$ cat src/rtl/spi_xcvr_pkg.sv
package spi_xcvr_pkg;
    typedef enum logic [1:0] {
        ST_IDLE   = 2'd0,
        ST_SHIFT  = 2'd1,
        ST_FINISH = 2'd2
    } eng_state_t;

    // control byte bit positions
    localparam int B_EN   = 7;
    localparam int B_MST  = 6;
    localparam int B_LSB  = 5;
    localparam int B_CPOL = 4;
    localparam int B_CPHA = 3;
    localparam int B_ENH  = 2;
endpackage

$ cat src/rtl/spi_rate_gen.sv
module spi_rate_gen #(
    parameter int BASE_HALF = 2
) (
    input  logic       clk,
    input  logic       rst_n,
    input  logic       run,
    input  logic [1:0] rate,
    output logic       tick
);
    localparam int CW = $clog2(BASE_HALF * 32);

    logic [CW-1:0] cnt;
    logic [CW-1:0] half_m1;

    always_comb begin
        unique case (rate)
            2'd0:    half_m1 = CW'(BASE_HALF - 1);
            2'd1:    half_m1 = CW'(BASE_HALF * 4 - 1);
            2'd2:    half_m1 = CW'(BASE_HALF * 16 - 1);
            default: half_m1 = CW'(BASE_HALF * 32 - 1);
        endcase
    end

    assign tick = run && (cnt == half_m1);

    always_ff @(posedge clk or negedge rst_n) begin
        if (!rst_n)            cnt <= '0;
        else if (!run || tick) cnt <= '0;
        else                   cnt <= cnt + 1'b1;
    end


    tick_gap_chk: assert property (@(posedge clk) disable iff (!rst_n)
        tick |=> !tick);
endmodule

$ cat src/rtl/spi_sck_sync.sv
module spi_sck_sync (
    input  logic clk,
    input  logic rst_n,
    input  logic sck_in,
    output logic sck_edge
);
    logic [2:0] s;

    always_ff @(posedge clk or negedge rst_n) begin
        if (!rst_n) s <= '0;
        else        s <= {s[1:0], sck_in};
    end

    assign sck_edge = s[2] ^ s[1];
endmodule

$ cat src/rtl/spi_engine.sv
module spi_engine
    import spi_xcvr_pkg::*;
#(
    parameter int DW = 8
) (
    input  logic          clk,
    input  logic          rst_n,
    input  logic          en,
    input  logic          master,
    input  logic          lsb_first,
    input  logic          cpha,
    input  logic          edge_ev,
    input  logic          din,
    input  logic          ld_valid,
    input  logic [DW-1:0] ld_data,
    output logic          ld_ready,
    output logic          busy,
    output logic          shifting,
    output logic          done,
    output logic [DW-1:0] rx_data,
    output logic          dout,
    output logic          sck_lvl
);
    localparam int EDGES = 2 * DW;
    localparam int CW    = $clog2(EDGES);

    eng_state_t    state, nxt;
    logic [CW-1:0] ecnt;
    logic [DW-1:0] tx_sh, rx_sh;
    logic          act, sample_now, shift_now, last_edge;

    assign act        = en && edge_ev && (state == ST_SHIFT || (state == ST_IDLE && !master));
    assign sample_now = act && (cpha ? ecnt[0] : !ecnt[0]);
    assign shift_now  = act && (cpha ? (!ecnt[0] && ecnt != '0) : ecnt[0]);
    assign last_edge  = ecnt == CW'(EDGES - 1);

    // next-state logic
    always_comb begin
        nxt = state;
        unique case (state)
            ST_IDLE: begin
                if (!master && edge_ev)      nxt = ST_SHIFT;
                else if (master && ld_valid) nxt = ST_SHIFT;
            end
            ST_SHIFT:  if (edge_ev && last_edge) nxt = ST_FINISH;
            ST_FINISH: nxt = ST_IDLE;
            default:   nxt = ST_IDLE;
        endcase
        if (!en) nxt = ST_IDLE;
    end

    // state register
    always_ff @(posedge clk or negedge rst_n) begin
        if (!rst_n) state <= ST_IDLE;
        else        state <= nxt;
    end

    // outputs
    always_comb begin
        busy     = state != ST_IDLE;
        shifting = state == ST_SHIFT;
        done     = state == ST_FINISH;
        ld_ready = en && state == ST_IDLE && !(edge_ev && !master);
        dout     = lsb_first ? tx_sh[0] : tx_sh[DW-1];
        rx_data  = rx_sh;
    end

    // shift datapath
    always_ff @(posedge clk or negedge rst_n) begin
        if (!rst_n) begin
            ecnt    <= '0;
            tx_sh   <= '0;
            rx_sh   <= '0;
            sck_lvl <= 1'b0;
        end else if (!en) begin
            ecnt    <= '0;
            sck_lvl <= 1'b0;
        end else begin
            if (ld_valid && ld_ready) tx_sh <= ld_data;
            if (act) begin
                ecnt <= last_edge ? '0 : ecnt + 1'b1;
                if (master) sck_lvl <= !sck_lvl;
                if (sample_now)
                    rx_sh <= lsb_first ? {din, rx_sh[DW-1:1]} : {rx_sh[DW-2:0], din};
                if (shift_now)
                    tx_sh <= lsb_first ? (tx_sh >> 1) : (tx_sh << 1);
            end
        end
    end


    finish_seq_chk: assert property (@(posedge clk) disable iff (!rst_n)
        state == ST_FINISH |=> state == ST_IDLE);


    idle_level_chk: assert property (@(posedge clk) disable iff (!rst_n)
        state == ST_IDLE |-> sck_lvl == 1'b0);


    no_stray_sck_chk: assert property (@(posedge clk) disable iff (!rst_n)
        (master && state == ST_IDLE) |=> $stable(sck_lvl));
endmodule

$ cat src/rtl/spi_xcvr.sv
module spi_xcvr
    import spi_xcvr_pkg::*;
#(
    parameter int DW        = 8,
    parameter int BASE_HALF = 2
) (
    input  logic          clk,
    input  logic          rst_n,
    input  logic [1:0]    reg_addr,
    input  logic          reg_wr,
    input  logic          reg_rd,
    input  logic [DW-1:0] reg_wdata,
    output logic [DW-1:0] reg_rdata,
    input  logic          sck_in,
    output logic          sck_out,
    input  logic          mosi_in,
    output logic          mosi_out,
    input  logic          miso_in,
    output logic          miso_out
);
    logic [7:0]    ctrl;
    logic [DW-1:0] tx_buf, rx_buf, eng_rx;
    logic          pend, done_f, wcol_f, arm;
    logic          tick, sck_edge, edge_ev, din, dout, sck_lvl;
    logic          ld_ready, busy, shifting, eng_done;
    logic          wr_ctl, rd_st, data_acc, wr_dat, coll;
    logic          master;

    assign master   = ctrl[B_MST];
    assign wr_ctl   = reg_wr && reg_addr == 2'd0;
    assign rd_st    = reg_rd && reg_addr == 2'd1;
    assign wr_dat   = reg_wr && reg_addr == 2'd2;
    assign data_acc = (reg_wr || reg_rd) && reg_addr == 2'd2;
    assign coll     = wr_dat && (ctrl[B_ENH] ? pend : (busy || pend));

    spi_rate_gen #(.BASE_HALF(BASE_HALF)) u_rate (
        .clk(clk), .rst_n(rst_n), .run(master && shifting),
        .rate(ctrl[1:0]), .tick(tick)
    );

    spi_sck_sync u_sync (
        .clk(clk), .rst_n(rst_n), .sck_in(sck_in), .sck_edge(sck_edge)
    );

    assign edge_ev = master ? tick : sck_edge;
    assign din     = master ? miso_in : mosi_in;

    spi_engine #(.DW(DW)) u_eng (
        .clk(clk), .rst_n(rst_n), .en(ctrl[B_EN]), .master(master),
        .lsb_first(ctrl[B_LSB]), .cpha(ctrl[B_CPHA]), .edge_ev(edge_ev),
        .din(din), .ld_valid(pend), .ld_data(tx_buf), .ld_ready(ld_ready),
        .busy(busy), .shifting(shifting), .done(eng_done), .rx_data(eng_rx),
        .dout(dout), .sck_lvl(sck_lvl)
    );

    always_ff @(posedge clk or negedge rst_n) begin
        if (!rst_n) begin
            ctrl   <= '0;
            tx_buf <= '0;
            rx_buf <= '0;
            pend   <= 1'b0;
            done_f <= 1'b0;
            wcol_f <= 1'b0;
            arm    <= 1'b0;
        end else begin
            if (wr_ctl) ctrl <= reg_wdata[7:0];
            if (pend && ld_ready) pend <= 1'b0;
            if (wr_dat && !coll) begin
                pend   <= 1'b1;
                tx_buf <= reg_wdata;
            end
            if (data_acc)   arm <= 1'b0;
            else if (rd_st) arm <= 1'b1;
            if (eng_done)              done_f <= 1'b1;
            else if (data_acc && arm)  done_f <= 1'b0;
            if (coll)                  wcol_f <= 1'b1;
            else if (data_acc && arm)  wcol_f <= 1'b0;
            if (eng_done) rx_buf <= eng_rx;
        end
    end

    always_comb begin
        unique case (reg_addr)
            2'd0:    reg_rdata = DW'(ctrl);
            2'd1:    reg_rdata = DW'({done_f, wcol_f, 4'b0000, pend, busy});
            2'd2:    reg_rdata = rx_buf;
            default: reg_rdata = '0;
        endcase
    end

    assign sck_out  = master ? (sck_lvl ^ ctrl[B_CPOL]) : ctrl[B_CPOL];
    assign mosi_out = dout;
    assign miso_out = dout;


    coll_ignore_chk: assert property (@(posedge clk) disable iff (!rst_n)
        (wr_dat && !ctrl[B_ENH] && busy) |=> (wcol_f && $stable(tx_buf)));


    enh_full_chk: assert property (@(posedge clk) disable iff (!rst_n)
        (wr_dat && ctrl[B_ENH] && pend) |=> (wcol_f && pend));


    rx_hold_chk: assert property (@(posedge clk) disable iff (!rst_n)
        !eng_done |=> $stable(rx_buf));


    done_set_chk: assert property (@(posedge clk) disable iff (!rst_n)
        eng_done |=> done_f);
endmodule

$ cat config.mk
export PLATFORM = sky130hd
export DESIGN_NAME = spi_xcvr
export DESIGN_NICKNAME = d
export VERILOG_FILES = /design/src/rtl/spi_xcvr_pkg.sv /design/src/rtl/spi_rate_gen.sv /design/src/rtl/spi_sck_sync.sv /design/src/rtl/spi_engine.sv /design/src/rtl/spi_xcvr.sv
export SDC_FILE = /design/constraint.sdc
export NUM_CORES = 1
export LEC_CHECK = 0
export ABC_AREA = 1
export BUFFER_PORTS_ARGS = -buffer_cell sky130_fd_sc_hd__buf_2
export CORE_MARGIN = 2
export CORE_UTILIZATION = 30
export DETAILED_ROUTE_END_ITERATION = 8
export GPL_TIMING_DRIVEN = 0
export PLACE_DENSITY = 0.44
export SYNTH_ARGS = -nofsm -noshare
export SYNTH_HDL_FRONTEND = slang
export SYNTH_SLANG_ARGS = --single-unit
$ cat constraint.sdc
create_clock -name clk -period 4.65 [get_ports clk]
set_input_delay 0.93 -clock clk [delete_from_list [all_inputs] [get_ports clk]]
set_output_delay 0.93 -clock clk [all_outputs]
set_load 0.005 [all_outputs]
==> Word-level counts from Yosys, hierarchy flattened <==
Index checks and enable logic that the tools add are counted.
{ "totals": {"elab_cells": 106, "rom_bits": 0, "latch_bits": 0, "register_bits": 60, "output_inout_bits": 11, "n_memories": 0, "mem_bits_rw": 0, "input_bits": 17} }
{ "classes": {"n_bitwise": 2, "n_eq_ne": 12, "add_sub_neg": 2, "div_mod_pow": 0, "mux": 33, "mul": 0, "reduce_logical": 43, "order_cmp": 0, "shift": 0} }
{ "ops": {"columns": ["op", "n"], "rows": [
  ["two-way mux 8 bit", 5],
  ["one-hot mux 8 bit (3 select lines)", 1],
  ["logical AND 1 bit", 21],
  ["one-hot mux 6 bit (3 select lines)", 1],
  ["two-way mux 1 bit", 17],
  ["two-way mux 4 bit", 3],
  ["nonzero test 2 bit", 5],
  ["two-way mux 2 bit", 4],
  ["adder 6 x 1 -> 6 bit (second input constant)", 1],
  ["== test 2 x 1 -> 1 bit (second input constant)", 3],
  ["== test 2 bit (second input constant)", 3],
  ["== test 6 bit", 1],
  ["zero test 1 bit", 6],
  ["zero test 2 bit", 3],
  ["two-way mux 6 bit", 1],
  ["adder 4 x 1 -> 4 bit (second input constant)", 1],
  ["== test 4 bit (second input constant)", 1],
  ["logical OR 1 bit", 4],
  ["!= test 4 bit (second input constant)", 1],
  ["one-hot mux 2 bit (2 select lines)", 1],
  ["AND reduction 2 bit", 2],
  ["nonzero test 4 bit", 1],
  ["!= test 3 x 2 -> 1 bit (second input constant)", 1],
  ["AND reduction 3 bit", 1],
  ["3 further kinds", 4]
]} }

==> Logic depth before layout (Yosys ltp) <==
Gate-level depths: netlist of the first run.
{ "logic_depth": {"depth_word": 12, "mapped_depth": 12, "ltp_nobuf": 12} }

==> Cells and area by module <==
A second synthesis of the first run with hierarchy kept.
{ "hier_totals": {"cells_unflattened": 419, "area_unflattened_um2": 3234.4} }
{ "modules_own_cells": {"columns": ["module", "area_each_um2", "seq_area_each_um2", "instances", "cells_each"], "rows": [
  ["spi_engine", 1422.6, 575.6, 1, 196],
  ["spi_xcvr", 1350.0, 700.7, 1, 166],
  ["spi_rate_gen", 367.9, 150.1, 1, 49],
  ["spi_sck_sync", 93.8, 75.1, 1, 8]
]} }

==> Worst setup path after synthesis of the first run <==
Ideal clock, no wire load.
{ "synth_timing": {"path_type": "input to output", "start": "in reg_addr[1]", "end": "out reg_rdata[1]", "t_arrival_ns": 1.417, "path_stages": 3, "required_ns": 3.720, "n_path_buf": 0, "slack_ns": 2.303, "cell_sequence": "nor2_1 -> inv_1 -> o221ai_1"} }
{ "synth_between": {"elab_chain_cells": 2, "word_cells_on_any_way": 4, "classes_between": "2 x eq/ne; 1 x mux; 1 x reduce/logical"} }
{ "synth_lines": {"columns": ["item", "line_no", "source"], "rows": [
  ["start: declaration", "spi_xcvr.sv:9", "input logic [1:0] reg_addr,"],
  ["== test 2 bit, or another cell as far along", "spi_xcvr.sv:83", "unique case (reg_addr)"],
  ["one-hot mux 8 bit (3 select lines) *", "spi_xcvr.sv:83", null],
  ["end: declaration", "spi_xcvr.sv:13", "output logic [DW-1:0] reg_rdata,"]
]} }
Mark *: on every way between the ends. The rest lies on a longest branch, timed or not.

==> Worst setup path after layout of the first run <==
{ "layout_timing": {"start": "in reg_addr[1]", "end": "out reg_rdata[2]"} }
Same word-level chain as after synthesis.

==> summary.md, run 1 <==
| Metric | Value |
|---|---|
| Status | complete, no violations |
| Post-synth design cell area | approximately 3100 sq um |
| Clock Sinks | 60 |
| Clock Latency Late Sink | 0.33 ns |
| Sequential fraction of the synthesis area | 48.8% |
| Leak Pwr | 1.72 nW |
| DP Wirelength | 5140 microns |
| Setup Fix Bufs, Post-CTS | 0 |
| Startpoint types | input port |
| RSZ-0062 raised after global routing | false |
| Syn avg cell area | 8.82 sq um |
| Drt via density | 4.48 |
| Crit. End Element | output port |
| Worst setup startpoint | reg_addr[1] |
| Max_slew headroom | 47.8% |
| Hold WC Path Type | register to register |
| Largest net degree at the start of global routing | 61 |
| Total gr overflow | 0 |
| CTS Hold Buffers Added | 0 |
| DRC viols | 0 |
| ANT cells | 0 |
| Max Freq | around 370 MHz |
| Die ar. | 11100 sq um |
| Most frequent cells in the layout | 91 x nand2_1, 60 x dfrtp_1, 43 x inv_1 |
| Critical path endpoint | reg_rdata[2] |
| H-tree depth | 3 |
| Fin. Hold Viols | 0 |
| FF-to-FF End | u_eng.tx_sh[2] |
| Yosys warnings | 0 |
| Hold slack | roughly 0.35 ns |
| Required @ worst endpoint | 3.72 ns |
| Routability cong. | approximately 0.8 |
| Clock-pin slew on the worst setup and hold paths | 0.07 ns |
| Initial drt markers | 72 |
| # IOs | 28 |
| Period utilization | roughly three fifths |
| Crit path DAT | approximately 1.8 ns |
| Root Buffer | clkbuf_8 |
| Die Span Y | 105 microns |
| Crit Reg-Reg Startpoint | u_eng.state[1] |
| Share of layout cells above drive strength 1 | 22.4% |
| Footprint of the multi-input gates | 1330 sq um |
| CTS tree | yes |
| Fin util | 36.3% |
| EDFF count, synth | 0 |
| Antenna-violating nets left | 0 |
| Fraction of synthesis flops using an asynchronous set or reset pin | 100% |
| Post-Synthesis Net Count | ~370 |
| Mapped Cells | 349 |
| Post_cts resized | 0 |
| Register area | 1500 sq um |
| Layout Nets | slightly above 400 |
| Placed insts | around 510 |
| Hold Path Cell Cnt | 0 |
| Reg2Reg Depth | 8 |
| DR pass1 iterations | 4 |
| Non-filler cells, final | between 500 and 600 |
| CORE AREA | around 9900 sq um |
| Top FF cell, synth | dfrtp_1 |
| Fill cells | 1033 |
| Overall Global Routing Usage | between 10 and 15% |
| Max-Cap Viols | 0 |
| WL/cell | 13.5 microns |
| Post-synthesis cell type count | 40 |
| Vias | 2350 |
| PwrDens | approximately 460 nW/um^2 |
| Post-synthesis register bit count | 60 |
| Max-slew violation count | 0 |
| Routed WL | a little over 7000 microns |
| Tmin final | 2.74 ns |
| Initial core utilization | 31.2% |
| Worst Path Class, Setup | input port to output port |
| Setup TNS | 0 ns |
| Most common cell after layout, fill and taps aside | nand2_1 |
| Die W | 105 microns |
| Worst-path maximum fanout | 6 |
| Internal reg-to-reg setup slack | 2.91 ns |
| # setup viols final | 0 |
| Final Skew | 0.00544 ns |
| PortBufs | 27 |
| TritonCTS Buffers | 9 |
| Initial antenna violation count | 0 |
| Vias in the first global route | ~2300 |
| Peak VDD IR | 0.000215 V |
| First-pass GRT wire length | 12000 microns |
| Worst-case clock buffer depth | 2 |
| Row count | 36 |
| Area Growth Syn to Fin | 16.5% |
| Least-Margin Pin Slew | between 0.7 and 0.8 ns |
[synthesized netlist by cell type (all sizes together), types with 6 or more instances]
| cell type | n | area share [%] |
|---|---|---|
| mux2i | 7 | 2.3 |
| a21oi | 8 | 1.3 |
| mux2 | 7 | 2.6 |
| buf | 6 | 1.6 |
| dfrtp | 60 | 49 |
| o21ai | 61 | 12 |
| nor2 | 17 | 2.2 |
| nand2 | 97 | 12 |
| inv | 44 | 5.4 |
| nand3 | 11 | 2.8 |
[registers in the layout, summed over array words and instances, names as in the netlist, 2 cells and up]
| name | cells |
|---|---|
| rx_buf | 8 |
| u_eng.rx_data | 8 |
| u_eng.tx_sh | 8 |
| ctrl | 8 |
| u_eng.state | 2 |
| u_rate.cnt | 6 |
| tx_buf | 8 |
| u_sync.s | 3 |
| u_eng.ecnt | 4 |
[layout make-up]
type / count / area share (%)
flip-flops and latches: 60 / 41.9
multi-input cells: 234 / 37.2
inverters: 46 / 4.82
well taps: 133 / 4.64
clock buffers: 12 / 4.33
repair buffers: 27 / 3.84
plain buffers: 9 / 1.99
clock inverters: 4 / 1.33
[worst max-delay path: stages]
cell and delay (ns):
buf_2 0.11, nor2_1 0.23, inv_1 0.16, o21ai_0 0.22
buf_2 0.15
[where the power goes]
part	leakage [nW]	switching (W)	internal, W
Sequential	0.786	0.0000948	0.000640
Clock	0.102	0.000210	0.000275
Combinational	0.827	0.000268	0.000171
Total	1.72	0.000572	0.00109
[how the worst min path moves through the flow]
| stage | start | end |
|---|---|---|
| after floorplan | u_sync.s[0] | u_sync.s[1] |
| after global placement | u_sync.s[0] | u_sync.s[1] |
| after detailed placement | u_sync.s[0] | u_sync.s[1] |
| after CTS | u_sync.s[0] | u_sync.s[1] |
| after global routing | u_sync.s[0] | u_sync.s[1] |
| final | u_sync.s[0] | u_sync.s[1] |
[routing by layer]
metal	vias up	GRT usage (%)	wire [microns]
li1	1215	-	-
met1	1080	20.7	3750
met2	41	19.4	2920
met3	14	3.53	271
met4	0	5.05	143
met5	-	0	0
[cells by family after synthesis]
| kind of cell | Yosys count | synth area share, % |
|---|---|---|
| muxes | 14 | 4.84 |
| buffers and inverters | 55 | 7.93 |
| AOI/OAI and AO/OA | 81 | 16.6 |
| and+or+nand+nor | 131 | 19.2 |
| adders and majority gates | 3 | 1.22 |
| DFF | 60 | 48.8 |
| xor gates and xnor gates | 5 | 1.42 |
[stage by stage]
| stage | total power (W) | instance area, sq um | setup slack (ns) |
|---|---|---|---|
| 2_1_floorplan | 0.00105 | 3080 | 2.30 |
| 3_3_place_gp | 0.00119 | 3380 | 1.93 |
| 3_5_place_dp | 0.00119 | 3380 | 1.94 |
| 4_1_cts | 0.00169 | 3580 | 1.93 |
| 5_1_grt | 0.00179 | 3580 | 1.84 |
| 6_report | 0.00166 | 3580 | 1.91 |
No activity file was read; power rests on OpenSTA's default activity.
==> run 2: changes to the inputs <==
--- a/config.mk
+++ b/config.mk
@@ -11,7 +11,7 @@
 export CORE_UTILIZATION = 30
 export DETAILED_ROUTE_END_ITERATION = 8
 export GPL_TIMING_DRIVEN = 0
-export PLACE_DENSITY = 0.44
+export PLACE_DENSITY = 0.46
 export SYNTH_ARGS = -nofsm -noshare
 export SYNTH_HDL_FRONTEND = slang
 export SYNTH_SLANG_ARGS = --single-unit
==> constraint.sdc (replaced) <==
create_clock -name clk -period 2.5 [get_ports clk]
set_input_delay 0.5 -clock clk [delete_from_list [all_inputs] [get_ports clk]]
set_output_delay 0.5 -clock clk [all_outputs]
set_load 0.005 [all_outputs]
==> run 2 against run 1 <==
Sequential share of layout area is 0.16 points lower; cell area rose by 0.38%; sequential cell count unchanged; via count about the same; critical path depth decreased by 1; largest power group unchanged; highest routed layer unchanged.
==> summary.md, run 2 (synthesized netlist as in run 1, its figures left out) <==
| Metric | Value |
|---|---|
| Status | complete, no violations |
| Critical path endpoint | reg_rdata[5] |
| Period utilization | 76.7% |
| Die ar. | 11100 sq um (unchanged) |
| Max-slew violation count | 0 (unchanged) |
| Crit. End Element | output port |
| DP Wirelength | 5020 microns (-2.3%) |
| Final WS setup | 0.582 ns (-1.33 ns) |
| Largest net degree at the start of global routing | 61 (unchanged) |
| Metal2 WL | 2990 microns (+2.3%) |
| Setup TNS | 0 ns (unchanged) |
| Most frequent cells in the layout | 91 x nand2_1, 60 x dfrtp_1, 43 x inv_1 |
| Share of layout cells above drive strength 1 | 22.4% (unchanged) |
| Initial antenna violation count | 0 (unchanged) |
| RSZ-0062 raised after global routing | false |
| Area Growth Syn to Fin | 16.9% |
| Worst-case clock buffer depth | 2 (unchanged) |
| Worst Path Class, Setup | register to output port |
| Reg2Reg Depth | 11 (+3) |
| WL/cell | 13.3 microns (-1.5%) |
| Fin. Hold Viols | 0 (unchanged) |
| Post-place setup slack | 0.620 ns (-1.31 ns) |
| DR pass1 iterations | 5 (+1) |
| Required @ worst endpoint | 2.00 ns (-1.72 ns) |
| CTS tree | yes |
| Tmin final | 1.92 ns |
| Clock Sinks | 60 (unchanged) |
| # setup viols final | 0 (unchanged) |
| Die Span Y | 105 microns (unchanged) |
| # IOs | 28 (unchanged) |
| Clock-pin slew on the worst setup and hold paths | 0.07 ns (about the same) |
| Die W | 105 microns (unchanged) |
| Layout Nets | 407 (unchanged) |
| H-tree depth | 3 (unchanged) |
| Clock Latency Late Sink | 0.34 ns (about the same) |
| Most common cell after layout, fill and taps aside | nand2_1 |
| Max-Cap Viols | 0 (unchanged) |
| PwrDens | 874 nW/um^2 (+89%) |
| Vias in the first global route | 2398 (+4.1%) |
| Setup Fix Bufs, Post-CTS | 0 (unchanged) |
| Routability cong. | 0.799 (+1.1%) |
| Wl on met1 | 3630 microns (-3.4%) |
| Leak Pwr | 1.73 nW (+0.62%) |
| Final Skew | 0.00551 ns (+0.0000660 ns) |
| WL met3 | 282 microns (+4.1%) |
| Internal reg-to-reg setup slack | 0.78 ns (-2.13 ns) |
| Routed WL | 6990 microns (-1.5%) |
| ANT cells | 0 (unchanged) |
| Initial core utilization | 31.2% (unchanged) |
| PortBufs | 27 (unchanged) |
| FF-to-FF End | u_eng.tx_sh[3] |
| Top Metal Used | met4 |
| Startpoint types | register |
| Total gr overflow | 0 (unchanged) |
| Row count | 36 (unchanged) |
| Initial drt markers | 58 (-19%) |
| Least-Margin Pin Slew | 0.792 ns (+0.00947 ns) |
| Peak VDD IR | 0.000394 V (+83%) |
| Worst setup startpoint | ctrl[5] |
| Drt via density | 4.48 (about the same) |
| Worst-path maximum fanout | 10 (+4) |
| CTS Hold Buffers Added | 0 (unchanged) |
| Crit path DAT | 1.42 ns (-0.39 ns) |
| Power, Total | 0.00314 W (+90%) |
| First-pass GRT wire length | 12000 microns (-0.40%) |
| Hold WC Path Type | input port to asynchronous set/reset pin |
| Max Freq | 521 MHz |
| DRC viols | 0 (unchanged) |
| Vias | 2352 (+0.085%) |
| Max_slew headroom | 47.2% (-0.63 points) |
| Overall Global Routing Usage | 13.7% (-0.26 points) |
| Post_cts resized | 0 (unchanged) |
| Root Buffer | clkbuf_8 |
| CORE AREA | 9860 sq um (unchanged) |
| Crit Reg-Reg Startpoint | ctrl[1] |
| Antenna-violating nets left | 0 (unchanged) |
| TritonCTS Buffers | 9 (unchanged) |
## run 2: cell type report
type / instances / area, sq um
sequential: 60 / 1500
multi-input combinational: 234 / 1330
tap: 133 / 166
clock inverter: 5 / 75.1
buffer: 9 / 71.3
fill: 1043 / 6270
clock buffer: 11 / 141
inverter: 46 / 173
timing repair buffer: 27 / 138
## run 2: power breakdown
group / internal [W] / switching (W) / leakage [nW]
logic: 0.000318 / 0.000495 / 0.827
registers: 0.00119 / 0.000170 / 0.786
clock network: 0.000584 / 0.000386 / 0.113
total: 0.00209 / 0.00105 / 1.73
## run 2: how the worst min path moves through the flow
stage                    endpoint   startpoint  slack [ns]
floorplan                     arm        rst_n        0.20
global placement      u_sync.s[1]  u_sync.s[0]        0.33
CTS                   u_sync.s[0]       sck_in        0.25
detailed placement    u_sync.s[1]  u_sync.s[0]        0.34
global route          u_sync.s[0]       sck_in        0.25
finish              u_rate.cnt[2]        rst_n        0.23
## run 2: critical path, stage by stage, from the launching register on
cell and delay [ns]:
dfrtp_1 0.35, buf_4 0.21, inv_1 0.16, o21ai_0 0.21, buf_2 0.15
## run 2: layer usage
layer,vias up,global-route usage [%]
met5,-,0
met1,1080,19.5
met4,0,3.71
met2,43,20.2
met3,9,3.90
li1,1220,-
## run 2: stage by stage
stage                     instance area [sq um]  hold WS, ns  std cells  util [%]
after floorplan                            3080        0.204        349         -
after global placement                     3380        0.334        509      34.2
after detailed placement                   3380        0.342        509      34.3
after CTS                                  3600        0.248        525      36.5
after global routing                       3600        0.252        525      36.5
final                                      3600        0.231        525      36.5
